===== config.mk =====
export PLATFORM = sky130hd
export DESIGN_NAME = irq_cascade
export DESIGN_NICKNAME = d
export VERILOG_FILES = /design/src/rtl/irq_cascade_pkg.sv /design/src/rtl/irq_front_stage.sv /design/src/rtl/irq_back_stage.sv /design/src/rtl/irq_reg_port.sv /design/src/rtl/irq_cascade.sv
export SDC_FILE = /design/constraint.sdc
export NUM_CORES = 1
export LEC_CHECK = 0
export CORE_UTILIZATION = 25
export CTS_CLUSTER_SIZE = 24
export DETAILED_ROUTE_END_ITERATION = 8
export DONT_BUFFER_PORTS = 1
export PLACE_DENSITY = 0.49
export SLEW_MARGIN = 20
export SYNTH_ARGS = -nofsm -noshare
export SYNTH_HDL_FRONTEND = slang
export SYNTH_HIERARCHICAL = 1
export SYNTH_SLANG_ARGS = --single-unit

===== constraint.sdc =====
create_clock -name clk -period 5.59 [get_ports clk]
set_input_delay 1.118 -clock clk [delete_from_list [all_inputs] [get_ports clk]]
set_output_delay 1.118 -clock clk [all_outputs]
set_load 0.05 [all_outputs]

===== src/rtl/irq_cascade_pkg.sv =====
// Shared constants for the cascaded interrupt aggregator: data width,
// byte offsets of every register, and fixed bit positions.
package irq_cascade_pkg;
    localparam int DW = 32;
    localparam int AW = 8;

    localparam logic [AW-1:0] OFS_FCTRL = 8'h30;
    localparam logic [AW-1:0] OFS_FMASK = 8'h34;
    localparam logic [AW-1:0] OFS_FSTAT = 8'h38;
    localparam logic [AW-1:0] OFS_ERRA  = 8'h40;
    localparam logic [AW-1:0] OFS_BSTAT = 8'h50;
    localparam logic [AW-1:0] OFS_BMASK = 8'h54;
    localparam logic [AW-1:0] OFS_BPOL  = 8'h58;
    localparam logic [AW-1:0] OFS_BIN   = 8'h5C;

    localparam int EN_BIT     = 31;   // global enable in the control word
    localparam int BUSRST_BIT = 10;   // bus reset event in the front status
    localparam int SUM_BIT    = 11;   // summary position in the back input word
endpackage


===== src/rtl/irq_front_stage.sv =====
// Front stage: latches line levels and event bits into a write-one-to-clear
// status word, holds control and mask words, and forms the summary signal.
// Assumes one register write per cycle at most; a set source beats a clear.
module irq_front_stage #(
    parameter int DW         = 32,
    parameter int NUM_LINES  = 17,
    parameter int NUM_CYC    = 8,
    parameter int EN_BIT     = 31,
    parameter int BUSRST_BIT = 10
) (
    input  logic                 clk,
    input  logic                 rst_n,
    input  logic                 wr_ctrl,
    input  logic                 wr_mask,
    input  logic                 wr_stat,
    input  logic [DW-1:0]        wdata,
    input  logic [NUM_LINES-1:0] line_lvl,
    input  logic                 busrst_evt,
    input  logic [NUM_CYC-1:0]   cyc_evt,
    output logic [DW-1:0]        ctrl_q,
    output logic [DW-1:0]        mask_q,
    output logic [DW-1:0]        stat_q,
    output logic                 summary
);
    logic [DW-1:0] set_vec;
    logic [DW-1:0] clr_vec;

    // Map each source to its status bit; lines are numbered from the top down.
    always_comb begin
        set_vec = '0;
        for (int n = 0; n < NUM_LINES; n++) begin
            set_vec[DW-1-n] = line_lvl[n];
        end
        set_vec[BUSRST_BIT] = busrst_evt;
        for (int k = 0; k < NUM_CYC; k++) begin
            set_vec[k] = cyc_evt[k];
        end
    end

    assign clr_vec = wr_stat ? wdata : '0;

    // Control and mask words: plain read/write storage.
    always_ff @(posedge clk) begin
        if (!rst_n) begin
            ctrl_q <= '0;
            mask_q <= '0;
        end else begin
            if (wr_ctrl) ctrl_q <= wdata;
            if (wr_mask) mask_q <= wdata;
        end
    end

    // Sticky status: clear the written ones, then OR in active sources.
    always_ff @(posedge clk) begin
        if (!rst_n) stat_q <= '0;
        else        stat_q <= (stat_q & ~clr_vec) | set_vec;
    end

    assign summary = ctrl_q[EN_BIT] && ((stat_q & mask_q) != '0);
endmodule


===== src/rtl/irq_back_stage.sv =====
// Back stage: the summary from the front stage forms one bit of the input
// word; the masked input is ORed into a sticky write-one-to-clear status each
// cycle. The polarity word is storage only. Assumes the summary is synchronous.
module irq_back_stage #(
    parameter int DW      = 32,
    parameter int SUM_BIT = 11
) (
    input  logic          clk,
    input  logic          rst_n,
    input  logic          wr_stat,
    input  logic          wr_mask,
    input  logic          wr_pol,
    input  logic [DW-1:0] wdata,
    input  logic          summary,
    output logic [DW-1:0] stat_q,
    output logic [DW-1:0] mask_q,
    output logic [DW-1:0] pol_q,
    output logic [DW-1:0] in_vec,
    output logic          irq
);
    logic [DW-1:0] clr_vec;

    // Place the summary at its fixed input position; other inputs are idle.
    always_comb begin
        in_vec          = '0;
        in_vec[SUM_BIT] = summary;
    end

    assign clr_vec = wr_stat ? wdata : '0;

    // Mask and polarity words: plain read/write storage.
    always_ff @(posedge clk) begin
        if (!rst_n) begin
            mask_q <= '0;
            pol_q  <= '0;
        end else begin
            if (wr_mask) mask_q <= wdata;
            if (wr_pol)  pol_q  <= wdata;
        end
    end

    // Sticky status: clear the written ones, re-latch the masked input.
    always_ff @(posedge clk) begin
        if (!rst_n) stat_q <= '0;
        else        stat_q <= (stat_q & ~clr_vec) | (in_vec & mask_q);
    end

    assign irq = (stat_q != '0);
endmodule


===== src/rtl/irq_reg_port.sv =====
// Register port: decodes write strobes by byte offset and muxes read data.
// Unmapped offsets read all ones; the error-address word reads zero.
// Assumes read data is sampled combinationally from the address.
module irq_reg_port
    import irq_cascade_pkg::*;
#(
    parameter int DW = 32,
    parameter int AW = 8
) (
    input  logic          bus_sel,
    input  logic          bus_wr,
    input  logic [AW-1:0] bus_addr,
    input  logic [DW-1:0] f_ctrl,
    input  logic [DW-1:0] f_mask,
    input  logic [DW-1:0] f_stat,
    input  logic [DW-1:0] b_stat,
    input  logic [DW-1:0] b_mask,
    input  logic [DW-1:0] b_pol,
    input  logic [DW-1:0] b_in,
    output logic          wr_fctrl,
    output logic          wr_fmask,
    output logic          wr_fstat,
    output logic          wr_bstat,
    output logic          wr_bmask,
    output logic          wr_bpol,
    output logic [DW-1:0] rdata
);
    logic wr_any;
    assign wr_any = bus_sel && bus_wr;

    // Write strobes for the writable words only.
    always_comb begin
        wr_fctrl = wr_any && (bus_addr == OFS_FCTRL);
        wr_fmask = wr_any && (bus_addr == OFS_FMASK);
        wr_fstat = wr_any && (bus_addr == OFS_FSTAT);
        wr_bstat = wr_any && (bus_addr == OFS_BSTAT);
        wr_bmask = wr_any && (bus_addr == OFS_BMASK);
        wr_bpol  = wr_any && (bus_addr == OFS_BPOL);
    end

    // Read mux by offset.
    always_comb begin
        case (bus_addr)
            OFS_FCTRL: rdata = f_ctrl;
            OFS_FMASK: rdata = f_mask;
            OFS_FSTAT: rdata = f_stat;
            OFS_ERRA:  rdata = '0;
            OFS_BSTAT: rdata = b_stat;
            OFS_BMASK: rdata = b_mask;
            OFS_BPOL:  rdata = b_pol;
            OFS_BIN:   rdata = b_in;
            default:   rdata = '1;
        endcase
    end
endmodule


===== src/rtl/irq_cascade.sv =====
// Top level: register port, front stage and back stage in cascade.
// All state resets synchronously to zero; status updates one edge after
// its cause, and the back stage follows the front stage by one more edge.
module irq_cascade
    import irq_cascade_pkg::*;
#(
    parameter int NUM_LINES = 17,
    parameter int NUM_CYC   = 8
) (
    input  logic                 clk,
    input  logic                 rst_n,
    input  logic                 bus_sel,
    input  logic                 bus_wr,
    input  logic [AW-1:0]        bus_addr,
    input  logic [DW-1:0]        bus_wdata,
    output logic [DW-1:0]        bus_rdata,
    input  logic [NUM_LINES-1:0] line_lvl,
    input  logic                 busrst_evt,
    input  logic [NUM_CYC-1:0]   cyc_evt,
    output logic                 irq_out
);
    logic          wr_fctrl, wr_fmask, wr_fstat, wr_bstat, wr_bmask, wr_bpol;
    logic [DW-1:0] f_ctrl, f_mask, f_stat;
    logic [DW-1:0] b_stat, b_mask, b_pol, b_in;
    logic          summary;

    irq_reg_port #(.DW(DW), .AW(AW)) u_port (
        .bus_sel(bus_sel), .bus_wr(bus_wr), .bus_addr(bus_addr),
        .f_ctrl(f_ctrl), .f_mask(f_mask), .f_stat(f_stat),
        .b_stat(b_stat), .b_mask(b_mask), .b_pol(b_pol), .b_in(b_in),
        .wr_fctrl(wr_fctrl), .wr_fmask(wr_fmask), .wr_fstat(wr_fstat),
        .wr_bstat(wr_bstat), .wr_bmask(wr_bmask), .wr_bpol(wr_bpol),
        .rdata(bus_rdata)
    );

    irq_front_stage #(
        .DW(DW), .NUM_LINES(NUM_LINES), .NUM_CYC(NUM_CYC),
        .EN_BIT(EN_BIT), .BUSRST_BIT(BUSRST_BIT)
    ) u_front (
        .clk(clk), .rst_n(rst_n),
        .wr_ctrl(wr_fctrl), .wr_mask(wr_fmask), .wr_stat(wr_fstat),
        .wdata(bus_wdata), .line_lvl(line_lvl),
        .busrst_evt(busrst_evt), .cyc_evt(cyc_evt),
        .ctrl_q(f_ctrl), .mask_q(f_mask), .stat_q(f_stat),
        .summary(summary)
    );

    irq_back_stage #(.DW(DW), .SUM_BIT(SUM_BIT)) u_back (
        .clk(clk), .rst_n(rst_n),
        .wr_stat(wr_bstat), .wr_mask(wr_bmask), .wr_pol(wr_bpol),
        .wdata(bus_wdata), .summary(summary),
        .stat_q(b_stat), .mask_q(b_mask), .pol_q(b_pol), .in_vec(b_in),
        .irq(irq_out)
    );
endmodule


==> impl_results.md <==
* Status: complete, no violations
* Hold_sp: u_back/stat_q[16]
* Combinational share of power at 3.8%
* Slowest stage delay, CP at 700 ps
* Initial antenna violation count at 0
* Layout cell share with drive strength beyond 1 at 10.74%
* NetSw at 713.5 µW
* Largest net degree at the start of global routing at 193
* Clock tree sinks at 192
* Buffers on Ports at 0
* Hold depth at 2
* Data required, critical path at 4470 ps
* Crit path arrival time at 3140 ps
* Post-Syn Area at 9527 µm²
* Clock root buffer: clkbuf_16
* Number of synthesized flops with an enable pin at 0
* Reg2Reg Launch Point: u_front/stat_q[22]
* Slew @ Worst Pin at 1130 ps
* # DRC at 0
* Worst vdd ir at 0.0001604 V
* Area grow syn2layout at 9.259%
* Async SR Flop Fraction at 0%
* Crit path cell chain: or4b_4 -> nor2_4 -> a22oi_1 -> nand3_1
* Setup tns final at 0 ps
* Critical path type: input port to output pin
* # Max-Cap Violations at 0
* CP endpoint kind: output pin
* Worst rel slew slack at 24.32%
* Final net count at 1,016
* First-pass GRT wire length at 47.52 mm
* Starting density of the core at 25.35%
* Skew-Pair Late Insertion Delay at 450 ps
* Synth Register Bits at 192
* Overall routing resource usage at 16.63%
* Yosys cell types at 44
* Warnings, synthesis at 6
* Fill cells at 3,918
* Post-route minimum period at 4260 ps
* Setup-failing EPs final at 0
* Max Clock Skew at 10.72 ps
* Initial DRC Count at 503
* Routed len/inst at 21.65 µm
* Post-synthesis sequential area ratio at 40.35%
* Peak Freq at 234.8 MHz
* Core area at 37,580 µm²
* Worst hold path type: flip-flop to flip-flop
* Main synth FF type: dfxtp_1
* Initial DRT Pass Iterations at 5
* Resize count post-CTS at 0
* GPL Wtd Cong at 0.7692
* Reg power frac at 49.3%
* Int Pwr at 2.123 mW
* Clock power share at 46.8%
* WP depth at 4
* Vias in the first global route at 7,027
* Hold_buf cts at 0
* GR Overflow Total at 0
* Sw frac at 25.15%
* PwrDens at 272.6 nW/µm²
* RSZ-0062 raised after global routing: no
* Final ANT Viol Nets at 0
* # rows at 71
* Vias/cell at 4.813
* Overall routed net length at 31.83 mm
* Io pins at 103
* Largest delay share family, worst path: simple AND/OR/NAND/NOR gates
* Fin crit share at 76.20%
* Worst path slowest cell: nor2_4
* Die H at 197.2 µm
* R2R setup slack at 3700 ps
* H-tree level count at 4
* Max Root-Sink Buffers at 2
* Post-DP HPWL at 20.95 mm
* Final count of hold timing violations at 0
* Via count at 7,075
* Util after Layout at 27.70%
* TritonCTS Buffers at 17
* Die Wd at 197.2 µm
* Ant diodes at 0
* Worst R2R End: u_back/stat_q[11]
* P_leak at 3.044 nW
* Hold Slack at 462.4 ps
* CP Buf/Inv Count at 0
* Cell depth of the worst flop-to-flop path at 5
* Crit-path max FO at 23
* WHS Endpoint: u_back/stat_q[16]
* Post-Syn Instances at 991
* Clock Pin Slew Worst Setup and Hold Paths at 70 ps
* Crit start category: input port
* Die footprint at 38,890 µm²
* CTS tree: built
* Synth Area per Inst at 9.613 µm²
* Final Max Slew Viols at 0
* Post-CTS Setup Bufs at 0
-- cell usage in the layout, fill, tap and decap left out, types with 2 or more instances in the layout --
cell       synthesis  layout
a22o_1            69      69
bufinv_16          0       2
inv_8              0       5
buf_4             46      17
a21oi_2           30      30
or3_1              2       2
mux2i_1          138     138
nand3_1           28      28
nor3_4             1       2
nor4_1            12      12
nand2_1           81      81
a21oi_1           35      35
dfxtp_1          192     192
o2bb2ai_1          6       6
conb_1             1      31
or2_1              2       2
a22oi_1           68      68
o211ai_1           2       2
clkbuf_16          0      17
nor2b_1          158     156
clkinv_4           0       2
nor4_2             2       2
clkinv_8           0       2
inv_6              0       3
inv_1              2       2
a31oi_1            5       5
or4b_4             2       2
nor2b_4            0       2
nor2_4             2       8
nand4_1           12      12
mux4_2             2       2
nor2_1            13       7
-- per-stage QoR --
| stage | power, mW | setup slack [ps] | std cells | cell area [µm²] |
|---|---|---|---|---|
| after floorplan | 1.545 | 1762 | 1021 | 9639 |
| after CTS | 2.881 | 1357 | 1470 | 10410 |
| after global routing | 2.942 | 1254 | 1470 | 10410 |
| after detailed placement | 1.541 | 1357 | 1438 | 9777 |
| after global placement | 1.540 | 1363 | 1438 | 9777 |
| final | 2.837 | 1330 | 1470 | 10410 |
-- metal layers --
layer	GRT usage, %	wire length, µm
met1	23.17	15820
met2	25.72	14030
met3	3.705	1528
met4	4.307	451
met5	0	0
-- cells by family (layout without fill, tap and decap cells) --
logic type             count (synthesis)  after routing  synth area share [%]
multiplexers                         140            140                 14.97
AND/OR/NAND/NOR                      323            323                 19.18
AO/OA/AOI/OAI                        222            222                 18.01
flip-flops                           192            192                 40.35
other                                  1             31               0.03936
buffers and inverters                113             51                 7.460
-- power groups by stage --
stage	registers, mW	logic [mW]	clock network [mW]
after detailed placement	1.43	0.109	0
after floorplan	1.42	0.125	0
after global placement	1.43	0.108	0
after global routing	1.40	0.116	1.42
final	1.40	0.109	1.33
after CTS	1.40	0.109	1.37
-- worst max path at each step --
| stage | start | to | slack, ps |
|---|---|---|---|
| 2_1_floorplan | bus_addr[7] | bus_rdata[26] | 1760 |
| 3_3_place_gp | bus_addr[1] | bus_rdata[28] | 1360 |
| 3_5_place_dp | bus_addr[1] | bus_rdata[8] | 1360 |
| 4_1_cts | bus_addr[1] | bus_rdata[8] | 1360 |
| 5_1_grt | bus_addr[1] | bus_rdata[30] | 1250 |
| 6_report | bus_addr[1] | bus_rdata[8] | 1330 |
-- worst register-to-register path: stages (launching register included) --
cell     delay (ps)
dfxtp_1         350
a22oi_1         470
nand4_1         190
o41a_1          490
a22oi_1         230
nor2b_1          60
-- state kept, by name (all words and copies together) (netlist names) --
name and flops:
u_front/ctrl_q 32, u_back/mask_q 32, u_back/stat_q 32, u_back/pol_q 32, u_front/stat_q 32, u_front/mask_q 32
-- synth_stat cells, types with 5 or more instances --
| master | count | area [µm²] |
|---|---|---|
| a22o_1 | 69 | 604.3 |
| a22oi_1 | 68 | 510.5 |
| a21oi_1 | 35 | 175.2 |
| nor4_1 | 12 | 75.07 |
| nand3_1 | 28 | 140.1 |
| buf_4 | 46 | 345.3 |
| nor2_1 | 13 | 48.80 |
| nand4_1 | 12 | 75.07 |
| buf_2 | 25 | 125.1 |
| buf_6 | 11 | 123.9 |
| a31oi_1 | 5 | 31.28 |
| o2bb2ai_1 | 6 | 52.55 |
| clkbuf_1 | 28 | 105.1 |
| nor2b_1 | 158 | 988.5 |
| dfxtp_1 | 192 | 3844 |
| nand2_1 | 81 | 304.0 |
| a21oi_2 | 30 | 262.8 |
| mux2i_1 | 138 | 1381 |
-- layout make-up --
class / instances / area, µm² / area share [%]
multi-input combinational: 716 / 5159 / 49.56
sequential: 192 / 3844 / 36.93
tap: 511 / 639.4 / 6.143
clock buffer: 18 / 439.2 / 4.219
clock inverter: 14 / 192.7 / 1.851
timing repair buffer: 17 / 127.6 / 1.226
inverter: 2 / 7.507 / 0.07212
No activity file was read; power rests on OpenSTA's default activity.
